==> src/rtl/ddr_rd_pkg.sv <==
`timescale 1ns/1ps
package ddr_rd_pkg;
  typedef enum logic [1:0] {
    CMD_READ  = 2'd0,
    CMD_WRITE = 2'd1,
    CMD_BST   = 2'd2,
    CMD_PRE   = 2'd3
  } cmd_e;

  localparam int unsigned MAX_CL = 3;

  // element mask of the burst block; pairs left after first = mask >> 1
  function automatic logic [2:0] bl_mask(input logic [1:0] sel);
    case (sel)
      2'd0:    return 3'b001;
      2'd1:    return 3'b011;
      default: return 3'b111;
    endcase
  endfunction
endpackage

==> src/rtl/ddr_cmd_pipe.sv <==
`timescale 1ns/1ps
module ddr_cmd_pipe #(
  parameter int unsigned BANK_W = 2,
  parameter int unsigned COL_W  = 9,
  parameter int unsigned DEPTH  = 3
) (
  input  logic                          clk_i,
  input  logic                          rst_ni,
  input  logic                          v_i,
  input  logic [1:0]                    cmd_i,
  input  logic [BANK_W-1:0]             bank_i,
  input  logic [COL_W-1:0]              col_i,
  input  logic                          ap_i,
  output logic [DEPTH-1:0]              v_o,
  output logic [DEPTH-1:0][1:0]         cmd_o,
  output logic [DEPTH-1:0][BANK_W-1:0]  bank_o,
  output logic [DEPTH-1:0][COL_W-1:0]   col_o,
  output logic [DEPTH-1:0]              ap_o
);
  for (genvar g = 0; g < DEPTH; g++) begin : g_stage
    logic              v_d, ap_d;
    logic [1:0]        cmd_d;
    logic [BANK_W-1:0] bank_d;
    logic [COL_W-1:0]  col_d;
    if (g == 0) begin : g_head
      assign v_d = v_i;      assign cmd_d = cmd_i; assign bank_d = bank_i;
      assign col_d = col_i;  assign ap_d = ap_i;
    end else begin : g_tail
      assign v_d = v_o[g-1];      assign cmd_d = cmd_o[g-1]; assign bank_d = bank_o[g-1];
      assign col_d = col_o[g-1];  assign ap_d = ap_o[g-1];
    end
    always_ff @(posedge clk_i or negedge rst_ni) begin
      if (!rst_ni) begin
        v_o[g] <= 1'b0; cmd_o[g] <= '0; bank_o[g] <= '0; col_o[g] <= '0; ap_o[g] <= 1'b0;
      end else begin
        v_o[g] <= v_d; cmd_o[g] <= cmd_d; bank_o[g] <= bank_d; col_o[g] <= col_d; ap_o[g] <= ap_d;
      end
    end
  end
endmodule

==> src/rtl/ddr_burst_ctrl.sv <==
`timescale 1ns/1ps
module ddr_burst_ctrl import ddr_rd_pkg::*; #(
  parameter int unsigned BANK_W = 2,
  parameter int unsigned COL_W  = 9
) (
  input  logic              clk_i,
  input  logic              rst_ni,
  input  logic              e_v_i,
  input  cmd_e              e_cmd_i,
  input  logic [BANK_W-1:0] e_bank_i,
  input  logic [COL_W-1:0]  e_col_i,
  input  logic              e_ap_i,
  input  logic [1:0]        bl_sel_i,
  output logic              pair_v_o,
  output logic [BANK_W-1:0] src_bank_o,
  output logic [COL_W-1:0]  src_col_o,
  output logic              ap_done_o,
  output logic [BANK_W-1:0] ap_bank_o
);
  logic              act_q, act_n, ap_q, ap_n;
  logic [2:0]        rem_q, rem_n, mask_q, mask_n;
  logic [COL_W-1:0]  col_q, col_n, mask_ext;
  logic [BANK_W-1:0] bank_q, bank_n;
  logic              is_read, is_cut, ending;

  assign mask_ext = COL_W'(mask_q);

  always_comb begin
    is_read = e_v_i && (e_cmd_i == CMD_READ);
    is_cut  = e_v_i && act_q &&
              ((e_cmd_i == CMD_WRITE) || (e_cmd_i == CMD_BST) ||
               ((e_cmd_i == CMD_PRE) && (e_bank_i == bank_q) && !ap_q));
    act_n = act_q; rem_n = rem_q; mask_n = mask_q;
    col_n = col_q; bank_n = bank_q; ap_n = ap_q;
    if (is_read) begin
      act_n  = 1'b1;
      mask_n = bl_mask(bl_sel_i);
      rem_n  = {1'b0, mask_n[2:1]};
      col_n  = {e_col_i[COL_W-1:1], 1'b0};
      bank_n = e_bank_i;
      ap_n   = e_ap_i;
    end else if (is_cut) begin
      act_n = 1'b0;
    end else if (act_q && (rem_q != 3'd0)) begin
      rem_n = rem_q - 3'd1;
      col_n = (col_q & ~mask_ext) | ((col_q + COL_W'(2)) & mask_ext);
    end else begin
      act_n = 1'b0;
    end
    ending = act_q && (is_read || is_cut || (rem_q == 3'd0));
  end

  always_ff @(posedge clk_i or negedge rst_ni) begin
    if (!rst_ni) begin
      act_q <= 1'b0; rem_q <= '0; mask_q <= '0; col_q <= '0;
      bank_q <= '0; ap_q <= 1'b0; ap_done_o <= 1'b0; ap_bank_o <= '0;
    end else begin
      act_q <= act_n; rem_q <= rem_n; mask_q <= mask_n; col_q <= col_n;
      bank_q <= bank_n; ap_q <= ap_n;
      ap_done_o <= ending && ap_q;
      ap_bank_o <= bank_q;
    end
  end

  assign pair_v_o   = act_n;
  assign src_bank_o = bank_n;
  assign src_col_o  = col_n;
endmodule

==> src/rtl/ddr_dq_out.sv <==
`timescale 1ns/1ps
module ddr_dq_out #(
  parameter int unsigned DW = 16
) (
  input  logic          clk_i,
  input  logic          rst_ni,
  input  logic          pair_v_i,
  input  logic          pre_req_i,
  input  logic [DW-1:0] rise_i,
  input  logic [DW-1:0] fall_i,
  output logic [DW-1:0] dq_rise_o,
  output logic [DW-1:0] dq_fall_o,
  output logic          dqs_o,
  output logic          oe_o
);
  always_ff @(posedge clk_i or negedge rst_ni) begin
    if (!rst_ni) begin
      oe_o <= 1'b0; dqs_o <= 1'b0; dq_rise_o <= '0; dq_fall_o <= '0;
    end else if (pair_v_i) begin
      oe_o <= 1'b1; dqs_o <= 1'b1; dq_rise_o <= rise_i; dq_fall_o <= fall_i;
    end else if (dqs_o || pre_req_i) begin
      // postamble after data, or preamble ahead of a READ; one state serves both
      oe_o <= 1'b1; dqs_o <= 1'b0; dq_rise_o <= '0; dq_fall_o <= '0;
    end else begin
      oe_o <= 1'b0; dqs_o <= 1'b0; dq_rise_o <= '0; dq_fall_o <= '0;
    end
  end
endmodule

==> src/rtl/ddr_rd_seq.sv <==
`timescale 1ns/1ps
module ddr_rd_seq import ddr_rd_pkg::*; #(
  parameter int unsigned DW     = 16,
  parameter int unsigned BANK_W = 2,
  parameter int unsigned COL_W  = 9
) (
  input  logic              clk_i,
  input  logic              rst_ni,
  input  logic              cmd_valid_i,
  input  logic [1:0]        cmd_i,
  input  logic [BANK_W-1:0] bank_i,
  input  logic [COL_W-1:0]  col_i,
  input  logic              auto_pre_i,
  input  logic [1:0]        cas_lat_i,
  input  logic [1:0]        bl_sel_i,
  output logic [BANK_W-1:0] src_bank_o,
  output logic [COL_W-1:0]  src_col_o,
  input  logic [DW-1:0]     src_rise_i,
  input  logic [DW-1:0]     src_fall_i,
  output logic [DW-1:0]     dq_rise_o,
  output logic [DW-1:0]     dq_fall_o,
  output logic              dqs_o,
  output logic              oe_o,
  output logic              ap_done_o,
  output logic [BANK_W-1:0] ap_bank_o
);
  localparam int unsigned PD = MAX_CL;

  logic [PD-1:0]             p_v, p_ap;
  logic [PD-1:0][1:0]        p_cmd;
  logic [PD-1:0][BANK_W-1:0] p_bank;
  logic [PD-1:0][COL_W-1:0]  p_col;
  logic                      cl3, pre_req, pair_v;
  logic [1:0]                eff_idx, pre_idx;

  ddr_cmd_pipe #(.BANK_W(BANK_W), .COL_W(COL_W), .DEPTH(PD)) u_pipe (
    .clk_i, .rst_ni, .v_i(cmd_valid_i), .cmd_i, .bank_i, .col_i, .ap_i(auto_pre_i),
    .v_o(p_v), .cmd_o(p_cmd), .bank_o(p_bank), .col_o(p_col), .ap_o(p_ap)
  );

  // stage k holds a command sampled k+1 edges ago
  assign cl3     = (cas_lat_i != 2'd2);
  assign eff_idx = cl3 ? 2'd2 : 2'd1;
  assign pre_idx = cl3 ? 2'd1 : 2'd0;
  assign pre_req = p_v[pre_idx] && (cmd_e'(p_cmd[pre_idx]) == CMD_READ);

  ddr_burst_ctrl #(.BANK_W(BANK_W), .COL_W(COL_W)) u_ctrl (
    .clk_i, .rst_ni,
    .e_v_i(p_v[eff_idx]), .e_cmd_i(cmd_e'(p_cmd[eff_idx])), .e_bank_i(p_bank[eff_idx]),
    .e_col_i(p_col[eff_idx]), .e_ap_i(p_ap[eff_idx]), .bl_sel_i,
    .pair_v_o(pair_v), .src_bank_o, .src_col_o, .ap_done_o, .ap_bank_o
  );

  ddr_dq_out #(.DW(DW)) u_out (
    .clk_i, .rst_ni, .pair_v_i(pair_v), .pre_req_i(pre_req),
    .rise_i(src_rise_i), .fall_i(src_fall_i),
    .dq_rise_o, .dq_fall_o, .dqs_o, .oe_o
  );
endmodule

==> config.mk <==
export PLATFORM = sky130hd
export DESIGN_NAME = ddr_rd_seq
export DESIGN_NICKNAME = d
export VERILOG_FILES = /design/src/rtl/ddr_rd_pkg.sv /design/src/rtl/ddr_cmd_pipe.sv /design/src/rtl/ddr_burst_ctrl.sv /design/src/rtl/ddr_dq_out.sv /design/src/rtl/ddr_rd_seq.sv
export SDC_FILE = /design/constraint.sdc
export NUM_CORES = 1
export LEC_CHECK = 0
export ABC_CLOCK_PERIOD_IN_PS = 3600
export CAP_MARGIN = 30
export CORE_UTILIZATION = 60
export CTS_BUF_LIST = sky130_fd_sc_hd__clkbuf_8
export DETAILED_ROUTE_END_ITERATION = 8
export DONT_BUFFER_PORTS = 1
export PLACE_DENSITY_LB_ADDON = 0.1
export SLEW_MARGIN = 20
export SYNTH_ARGS = -nofsm -noshare
export SYNTH_HDL_FRONTEND = slang
export SYNTH_SLANG_ARGS = --single-unit
export TNS_END_PERCENT = 50
==> constraint.sdc <==
create_clock -name clk_i -period 3.6 [get_ports clk_i]
set_input_delay 0.36 -clock clk_i [delete_from_list [all_inputs] [get_ports clk_i]]
set_output_delay 0.36 -clock clk_i [all_outputs]
set_load 0.005 [all_outputs]
==> impl_results.rst, run 1 <==
.. list-table::
   :header-rows: 1

   * - Metric
     - Value
   * - Cell at the root of the clock tree
     - sky130_fd_sc_hd__clkbuf_8
   * - Net Count, Synth
     - 277
   * - Area taken by flip-flops and latches
     - 2400 um2
   * - DPL Wire Length
     - 3400 um
   * - Area of the die
     - 5700 um2
   * - Total of max-cap violations
     - 0
   * - Wire length of the first global-routing pass
     - 7290 um
   * - Count of unique library cells instantiated by Yosys
     - 26
   * - Post-Synth Adder-Cell Area
     - 0.0154
   * - Seq/Total Area, Yosys
     - 0.741
   * - Final clock period utilization by the worst path
     - 0.734
   * - Post-synthesis mux area share
     - 0.0482
   * - Initial drt markers
     - 121
   * - Number of iterations in the first detailed-routing pass
     - 4
   * - Post-Place Setup Slack
     - 0.966 ns
   * - Post-CTS Resized
     - 0
   * - Tightest Pin Transition
     - 0.622 ns
   * - Simple-gate share of the synthesized area
     - 0.114
   * - Fraction of the mapped netlist area in compound gates
     - 0.0467
   * - Start of the worst register-to-register path
     - u_pipe.g_stage[2].cmd_d[0]$_DFF_PN0_
   * - Global-route usage over all layers
     - 0.184
   * - Count of antenna diodes in the layout
     - 0
   * - Depth of the worst register-to-register path
     - 7
   * - Post-route ant nets
     - 0
   * - F_max
     - 379 MHz
   * - Static Leakage
     - 0.00170 uW
   * - Setup slack of the worst register-to-register path
     - 1.49 ns
   * - Critical path required time
     - 3.24 ns
   * - Mean area per synthesized cell
     - 14.7 um2
   * - Via total after detailed routing
     - 1565
   * - Final RePlAce weighted congestion
     - 0.674
   * - Initial Utilization
     - 0.627
   * - Worst IR drop on VDD
     - 0.000349 V
   * - Synth top cells by count
     - sky130_fd_sc_hd__dfrtp_1 (96), sky130_fd_sc_hd__and2_1 (34), sky130_fd_sc_hd__nand2_1 (16), sky130_fd_sc_hd__o21ai_0 (12), sky130_fd_sc_hd__mux2i_1 (10)
   * - Average wire per standard cell
     - 16.4 um
   * - Area used by multi-input combinational logic
     - 754 um2
   * - Capturing point of the worst reg2reg path
     - u_out.dq_rise_o[10]$_DFF_PN0_
   * - Critical Path Fanout Max
     - 10
   * - Critical path start-end classification
     - reg -> out
   * - Share of cells above drive strength 1
     - 0.100
   * - Finished Layout Cells
     - 300
   * - Data arrival, critical path
     - 2.28 ns
   * - Die Span Y
     - 75.5 um
   * - Clock Skews
     - 0.00886 ns
   * - Number of cells after detailed placement
     - 283
   * - Worst slew margin
     - 0.584
   * - Xor and xnor fraction of the mapped netlist area
     - 0.00810
   * - Number of sinks driven by the clock tree
     - 96
   * - Dominant combinational cell family by area after synthesis
     - simple AND/OR/NAND/NOR gates
   * - Class of the worst hold path
     - in -> reg
   * - Synthesis-stage register bit count
     - 96
   * - Initial antenna violation count
     - 0
   * - Number of fillers in the final layout
     - 356
   * - Clock slew at the register clock pins of the worst setup and hold paths
     - 0.08 ns
   * - Wirelength, routed
     - 4920 um
   * - Gate Count Post-Synth
     - 220
   * - Vias per std cell
     - 5.22
   * - Termination of the worst setup path
     - src_col_o[2]
   * - Result of the run
     - completed
   * - Core region area
     - 5170 um2
   * - Area share of the leading cell type in the synthesized netlist
     - 0.741
   * - Worst setup SP type
     - flip-flop
   * - Type of destination of the critical path
     - primary output
   * - Number of endpoints with negative hold slack in the final report
     - 0
   * - Syn Std Cell Area
     - 3240 um2
   * - Largest net degree at the start of global routing
     - 97
   * - IO buf count
     - 0
   * - PwrDens
     - 653 nW/um2
   * - Unrepaired setup endpoints after global routing
     - no
   * - Clock network latency to the later pin of the worst-skew pair
     - 0.34 ns
   * - Total of endpoints with negative setup slack in the final report
     - 0
   * - Number of remaining DRC errors
     - 0
   * - Dominant register cell in the synthesized netlist
     - sky130_fd_sc_hd__dfrtp_1
   * - H-tree levels
     - 3
   * - Synthesis-to-layout area growth
     - 8.49%
   * - Site row count
     - 26
   * - Launching element of the worst setup path
     - u_pipe.g_stage[2].cmd_d[0]$_DFF_PN0_
   * - Top cells by area, synth
     - sky130_fd_sc_hd__dfrtp_1 (74%), sky130_fd_sc_hd__and2_1 (6.6%), sky130_fd_sc_hd__mux2i_1 (3.1%)
   * - Clock tree buffer depth
     - 2
   * - Post-layout net count
     - 283
   * - Grt total ovfl
     - 0
   * - Count of flip-flops with a built-in enable after synthesis
     - 0
   * - Final worst setup slack
     - 0.959 ns
   * - Number of I/O pins
     - 101
   * - CTS buffer count
     - 9
   * - Synth warnings
     - 0
   * - Top-count cell post-synth
     - sky130_fd_sc_hd__dfrtp_1
   * - Clock tree from TritonCTS
     - done
   * - Final min period
     - 2.64 ns
   * - Startpoint of the most critical hold path
     - cmd_i[1]
   * - Chip width
     - 75.5 um
   * - Fraction of registers with async set/reset
     - 1.00
   * - Hold WS
     - 0.0425 ns
   * - Via count of the first global-routing pass
     - 1606
   * - Sum Neg Setup Slack
     - 0 ns
   * - Final Slew Violations
     - 0
   * - Core occupancy in the finished layout
     - 0.680
   * - Post-synth top area cell
     - sky130_fd_sc_hd__dfrtp_1
-- cell usage in the layout, fill, tap and decap left out, types with 3 or more instances in the layout --
| cell | synthesis | routed |
|---|---|---|
| sky130_fd_sc_hd__nand2_1 | 16 | 16 |
| sky130_fd_sc_hd__o21ai_0 | 12 | 12 |
| sky130_fd_sc_hd__mux2i_1 | 10 | 10 |
| sky130_fd_sc_hd__mux2_2 | 3 | 3 |
| sky130_fd_sc_hd__xnor2_1 | 3 | 3 |
| sky130_fd_sc_hd__clkbuf_8 | 0 | 9 |
| sky130_fd_sc_hd__nor2_1 | 3 | 3 |
| sky130_fd_sc_hd__inv_1 | 7 | 10 |
| sky130_fd_sc_hd__a21oi_1 | 4 | 4 |
| sky130_fd_sc_hd__ha_1 | 4 | 4 |
| sky130_fd_sc_hd__dfrtp_1 | 96 | 96 |
| sky130_fd_sc_hd__a31oi_1 | 3 | 3 |
| sky130_fd_sc_hd__or3_1 | 3 | 3 |
| sky130_fd_sc_hd__and2_1 | 34 | 34 |
-- kinds of logic (layout without fill, tap and decap cells) --
group	after synthesis	in the layout
mux	14	14
simple gates	65	65
fa+ha+maj	4	4
compound gates	23	23
flops	96	96
buf+inv	15	25
xor+xnor	3	3
-- per-stage QoR --
stage	cell area [um2]	total power [uW]
5_1_grt	3520	2420
3_5_place_dp	3280	1610
4_1_cts	3520	2330
6_report	3520	2300
3_3_place_gp	3280	1580
2_1_floorplan	3240	1550
-- area by class of cell --
cell class / instances / share of cell area
Multi-Input combinational cell: 109 / 0.214
Inverter: 7 / 0.00747
Timing Repair Buffer: 3 / 0.0128
Clock buffer: 9 / 0.0352
Tap cell: 70 / 0.0249
Sequential cell: 96 / 0.683
Clock inverter: 6 / 0.0224
-- power breakdown --
group          leakage, uW  internal, uW  switching (uW)
Combinational     0.000400           113             175
Clock             0.000109           380             317
Sequential         0.00119          1230            82.2
Total              0.00170          1730             574
-- worst min path at each step --
| stage | slack, ns | cells past startpoint | endpoint |
|---|---|---|---|
| after floorplan | 0.06 | 0 | u_ctrl.act_q$_DFF_PN0_ |
| after global placement | 0.07 | 0 | u_ctrl.rem_q[0]$_DFFE_PN0P_ |
| after detailed placement | 0.07 | 0 | u_ctrl.mask_q[2]$_DFFE_PN0N_ |
| after CTS | 0.02 | 0 | u_pipe.g_stage[1].col_d[4]$_DFF_PN0_ |
| after global routing | 0.009 | 0 | u_pipe.g_stage[1].ap_d$_DFF_PN0_ |
| final | 0.04 | 0 | u_pipe.g_stage[1].cmd_d[1]$_DFF_PN0_ |
-- worst max-delay path, cell delays in order, from the launching register on --
cell and delay, ns:
sky130_fd_sc_hd__dfrtp_1 0.39, sky130_fd_sc_hd__mux2i_1 0.10, sky130_fd_sc_hd__inv_1 0.08, sky130_fd_sc_hd__ha_1 0.14
sky130_fd_sc_hd__nand2b_1 0.11, sky130_fd_sc_hd__o41ai_4 0.65, sky130_fd_sc_hd__o21ai_0 0.20, sky130_fd_sc_hd__a31oi_1 0.28
-- repair_timing --
action / 4_1_cts / 5_1_grt
hold buffers: 2 / 0
endpoints found under the hold margin: 96 / 0
setup buffers: 0 / 0
-- flip-flops by register name, summed over array words and instances (netlist names), 2 cells and up --
register	cells
u_pipe.g_stage.cmd_d	4
u_ctrl.bank_q	2
u_pipe.g_stage.bank_d	4
u_ctrl.col_q	9
u_pipe.cmd_o	2
u_ctrl.mask_q	2
u_pipe.col_o	8
u_pipe.g_stage.ap_d	2
u_ctrl.ap_bank_o	2
u_pipe.bank_o	2
u_pipe.g_stage.col_d	16
u_out.dq_fall_o	16
u_pipe.g_stage.v_d	2
u_out.dq_rise_o	16
u_ctrl.rem_q	3
-- per-layer routing --
| metal | track usage | wire (um) |
|---|---|---|
| met1 | 0.210 | 1930 |
| met2 | 0.312 | 2600 |
| met3 | 0.0794 | 344 |
| met4 | 0.0679 | 38 |
| met5 | 0 | 0 |
No activity file was read; power rests on OpenSTA's default activity.
==> run 2, diff against run 1 <==
- ABC_AREA: not set -> 1
- ABC_CLOCK_PERIOD_IN_PS: 3600 -> 2600
- clock period: 3.6 -> 2.6 ns (I/O delays scaled with it)
==> impl_results.rst, run 2 <==
.. list-table::
   :header-rows: 1

   * - Metric
     - Value
   * - Post-route ant nets
     - 0 (unchanged)
   * - Synth top cells by count
     - sky130_fd_sc_hd__dfrtp_1 (96), sky130_fd_sc_hd__nand2_1 (53), sky130_fd_sc_hd__inv_1 (52), sky130_fd_sc_hd__nor2_1 (46) (was sky130_fd_sc_hd__dfrtp_1 (96), sky130_fd_sc_hd__and2_1 (34), sky130_fd_sc_hd__nand2_1 (16), sky130_fd_sc_hd__o21ai_0 (12), sky130_fd_sc_hd__mux2i_1 (10))
   * - Share of cells above drive strength 1
     - 0.0797 (was 0.100)
   * - Clock slew at the register clock pins of the worst setup and hold paths
     - 0.09 ns (was 0.08 ns)
   * - Final RePlAce weighted congestion
     - 0.808 (was 0.674)
   * - Sum Neg Setup Slack
     - 0 ns (unchanged)
   * - CTS buffer count
     - 9 (unchanged)
   * - Number of iterations in the first detailed-routing pass
     - 4 (unchanged)
   * - Cell at the root of the clock tree
     - sky130_fd_sc_hd__clkbuf_8 (unchanged)
   * - Initial drt markers
     - 91 (was 121)
   * - CP max-delay cell
     - sky130_fd_sc_hd__dfrtp_1 (was sky130_fd_sc_hd__o41ai_4)
   * - Setup slack of the worst register-to-register path
     - 0.64 ns (was 1.49 ns)
   * - Setup Buffers After CTS
     - 0 (unchanged)
   * - H-tree levels
     - 3 (unchanged)
   * - Wirelength, routed
     - 6100 um (was 4920 um)
   * - Count of unique library cells instantiated by Yosys
     - 25 (was 26)
   * - Worst setup SP type
     - flip-flop (unchanged)
   * - Synthesis-to-layout area growth
     - 21.7% (was 8.49%)
   * - Clock tree from TritonCTS
     - done (unchanged)
   * - Chip width
     - 77.1 um (was 75.5 um)
   * - Initial Utilization
     - 0.642 (was 0.627)
   * - Syn Std Cell Area
     - 3390 um2 (was 3240 um2)
   * - Average wire per standard cell
     - 14.0 um (was 16.4 um)
   * - Total of max-cap violations
     - 0 (unchanged)
   * - Clock network latency to the later pin of the worst-skew pair
     - 0.35 ns (was 0.34 ns)
   * - Ordered list of cells on the worst path
     - or2_2, o21ai_0, inv_1, ha_1, inv_1, nor2_1, nand2_1, o21bai_4, nand2_1, nand2_1, nand2_1, nand2_1, nand2_1 (was mux2i_1, inv_1, ha_1, nand2b_1, o41ai_4, o21ai_0, a31oi_1)
   * - Unrepaired setup endpoints after global routing
     - no (unchanged)
   * - Start of the worst register-to-register path
     - u_pipe.cmd_o[4]$_DFF_PN0_ (was u_pipe.g_stage[2].cmd_d[0]$_DFF_PN0_)
   * - Global-route usage over all layers
     - 0.223 (was 0.184)
   * - Initial antenna violation count
     - 0 (unchanged)
   * - Mean area per synthesized cell
     - 11.0 um2 (was 14.7 um2)
   * - Final clock period utilization by the worst path
     - 0.894
   * - F_max
     - 430 MHz
   * - Clk pwr share
     - 0.262 (was 0.303)
   * - Share of total power in combinational logic
     - 0.180 (was 0.125)
   * - Fraction of registers with async set/reset
     - 1.00 (unchanged)
   * - Critical Path Fanout Max
     - 4 (was 10)
   * - Top cells by area, synth
     - sky130_fd_sc_hd__dfrtp_1 (71%), sky130_fd_sc_hd__nand2_1 (5.9%), sky130_fd_sc_hd__inv_1 (5.8%) (was sky130_fd_sc_hd__dfrtp_1 (74%), sky130_fd_sc_hd__and2_1 (6.6%), sky130_fd_sc_hd__mux2i_1 (3.1%))
   * - Largest net degree at the start of global routing
     - 97 (unchanged)
   * - Number of endpoints with negative hold slack in the final report
     - 0 (unchanged)
   * - Tightest Pin Transition
     - 0.437 ns (was 0.622 ns)
   * - Number of remaining DRC errors
     - 0 (unchanged)
   * - Number of fillers in the final layout
     - 349 (was 356)
   * - Most frequent standard cell in the layout excluding fill and tap cells
     - sky130_fd_sc_hd__dfrtp_1 (unchanged)
   * - Vias per std cell
     - 4.85 (was 5.22)
   * - Area of the die
     - 5950 um2 (was 5700 um2)
   * - Clock Skews
     - 0.00926 ns (was 0.00886 ns)
   * - Gate Count Post-Synth
     - 307 (was 220)
   * - Die Span Y
     - 77.1 um (was 75.5 um)
   * - Dominant register cell in the synthesized netlist
     - sky130_fd_sc_hd__dfrtp_1 (unchanged)
   * - Data arrival, critical path
     - 2.06 ns (was 2.28 ns)
   * - Final Slew Violations
     - 0 (unchanged)
   * - Grt total ovfl
     - 0 (unchanged)
   * - Crit path max-delay family
     - simple AND/OR/NAND/NOR gates (was compound AO/OA/AOI/OAI gates)
   * - Result of the run
     - completed (unchanged)
   * - Critical path required time
     - 2.34 ns (was 3.24 ns)
   * - Critical path start-end classification
     - reg -> out (unchanged)
   * - Type of destination of the critical path
     - primary output (unchanged)
   * - Switching share of power
     - 0.310 (was 0.250)
   * - Via total after detailed routing
     - 2103 (was 1565)
   * - Synth warnings
     - 0 (unchanged)
   * - Slowest stage delay, CP
     - 0.37 ns (was 0.65 ns)
   * - Post-synth top area cell
     - sky130_fd_sc_hd__dfrtp_1 (unchanged)
   * - Top-count cell post-synth
     - sky130_fd_sc_hd__dfrtp_1 (unchanged)
   * - PwrDens
     - 834 nW/um2 (was 653 nW/um2)
   * - Worst slew margin
     - 0.709 (was 0.584)
   * - Post-Place Setup Slack
     - 0.435 ns (was 0.966 ns)
   * - Static Leakage
     - 0.00213 uW (was 0.00170 uW)
   * - Worst hold endpoint
     - u_out.dq_rise_o[10]$_DFF_PN0_ (was u_pipe.g_stage[1].cmd_d[1]$_DFF_PN0_)
   * - Final worst setup slack
     - 0.275 ns (was 0.959 ns)
   * - Net switching power figure
     - 1070 uW (was 574 uW)
   * - Clock tree buffer depth
     - 2 (unchanged)
   * - Site row count
     - 26 (unchanged)
   * - Startpoint of the most critical hold path
     - src_rise_i[10] (was cmd_i[1])
   * - Seq/Total Area, Yosys
     - 0.710 (was 0.741)
   * - DPL Wire Length
     - 3430 um (was 3400 um)
   * - Internal Pwr Total
     - 2370 uW (was 1730 uW)
   * - Wire length of the first global-routing pass
     - 9820 um (was 7290 um)
   * - IO buf count
     - 0 (unchanged)
   * - Worst IR drop on VDD
     - 0.000497 V (was 0.000349 V)
   * - Commonest cells after routing, fill and taps aside
     - sky130_fd_sc_hd__dfrtp_1 (96), sky130_fd_sc_hd__nand2_1 (53), sky130_fd_sc_hd__inv_1 (52) (was sky130_fd_sc_hd__dfrtp_1 (96), sky130_fd_sc_hd__and2_1 (34), sky130_fd_sc_hd__nand2_1 (16))
   * - Crit path top cell by count
     - sky130_fd_sc_hd__nand2_1
   * - Hold Path Stages
     - 2 (was 0)
   * - Final min period
     - 2.32 ns
   * - Post-layout net count
     - 416 (was 283)
   * - Synthesis-stage register bit count
     - 96 (unchanged)
   * - Net Count, Synth
     - 364 (was 277)
   * - Area share of the leading cell type in the synthesized netlist
     - 0.710 (was 0.741)
   * - Count of buffering cells on the critical path with inverters included
     - 2 (was 1)
   * - Total of endpoints with negative setup slack in the final report
     - 0 (unchanged)
   * - Class of the worst hold path
     - in -> reg (unchanged)
   * - Post-CTS Resized
     - 0 (unchanged)
   * - Core region area
     - 5270 um2 (was 5170 um2)
   * - Depth of the worst register-to-register path
     - 12 (was 7)
   * - Capturing point of the worst reg2reg path
     - u_ctrl.rem_q[1]$_DFFE_PN0P_ (was u_out.dq_rise_o[10]$_DFF_PN0_)
   * - Count of flip-flops with a built-in enable after synthesis
     - 0 (unchanged)
   * - Proportion of power drawn by flip-flops and latches
     - 0.558 (was 0.572)
   * - Via count of the first global-routing pass
     - 2087 (was 1606)
   * - Number of I/O pins
     - 101 (unchanged)
   * - Number of sinks driven by the clock tree
     - 96 (unchanged)
   * - Count of antenna diodes in the layout
     - 0 (unchanged)
-- run 2: changes by cell type after synthesis, moves of 5 or more --
cell and change:
sky130_fd_sc_hd__nand2_1 +37, sky130_fd_sc_hd__inv_1 +45, sky130_fd_sc_hd__mux2i_1 -10, sky130_fd_sc_hd__nand3_1 +11, sky130_fd_sc_hd__a31oi_1 +5, sky130_fd_sc_hd__nor2_1 +43, sky130_fd_sc_hd__and2_1 -34
-- run 2: worst max-delay path by stage --
| stage | startpoint | end | slack, ns | cells past startpoint |
|---|---|---|---|---|
| 6_report | u_pipe.cmd_o[4]$_DFF_PN0_ | src_col_o[2] | 0.28 | 13 |
| 2_1_floorplan | cas_lat_i[0] | src_col_o[1] | 0.45 | 17 |
| 3_3_place_gp | cas_lat_i[0] | src_col_o[2] | 0.46 | 16 |
| 3_5_place_dp | cas_lat_i[0] | src_col_o[2] | 0.44 | 16 |
| 4_1_cts | u_pipe.cmd_o[4]$_DFF_PN0_ | src_col_o[2] | 0.25 | 13 |
| 5_1_grt | u_pipe.cmd_o[5]$_DFF_PN0_ | src_col_o[2] | 0.05 | 13 |
-- run 2: cell type report --
cell class / instances / area (um2) / area share
inverters: 54 / 205 / 0.0498
clock inverters: 6 / 52.6 / 0.0128
clock buffers: 10 / 138 / 0.0334
flip-flops and latches: 96 / 2400 / 0.583
well taps: 70 / 87.6 / 0.0213
repair buffers: 48 / 505 / 0.123
multi-input cells: 150 / 728 / 0.177
-- run 2: per-layer routing --
| metal | track usage | routed length (um) | up-vias |
|---|---|---|---|
| met2 | 0.389 | 3240 | 79 |
| met4 | 0.0755 | 73 | 0 |
| met3 | 0.0905 | 406 | 7 |
| met5 | 0 | 0 | - |
| li1 | - | - | 1027 |
| met1 | 0.244 | 2380 | 990 |
-- run 2: repair_timing --
| item | CTS | global route |
|---|---|---|
| setup endpoints to repair | 0 | 0 |
| hold buffers | 44 | 2 |
| endpoints found under the hold margin | 138 | 2 |
-- run 2: power by group through the flow --
stage                     logic (uW)  registers [uW]  clock network [uW]
after global placement           511            1930                   0
final                            619            1920                 899
after floorplan                  479            1890                   0
after global routing             714            1940                 991
after detailed placement         529            1940                   0
after CTS                        614            1920                 931
-- run 2: kinds of logic after synthesis --
logic type / after synthesis / share of synthesized area
AND/OR/NAND/NOR: 121 / 0.154
AO/OA/AOI/OAI: 24 / 0.0436
XOR/XNOR: 1 / 0.00259
buffers and inverters: 61 / 0.0754
adder cells (fa/ha/maj): 4 / 0.0148
flip-flops: 96 / 0.710
-- run 2: metrics by stage --
step,total power [uW],instances,area [um2],util,hold slack [ns]
global placement,2450,372,3450,0.655,-0.0339
detailed placement,2470,372,3450,0.655,-0.0340
floorplan,2370,307,3390,-,-0.0356
CTS,3460,432,4100,0.778,0.00209
finish,3430,434,4120,0.782,0.0302
global route,3650,434,4120,0.782,0.0233
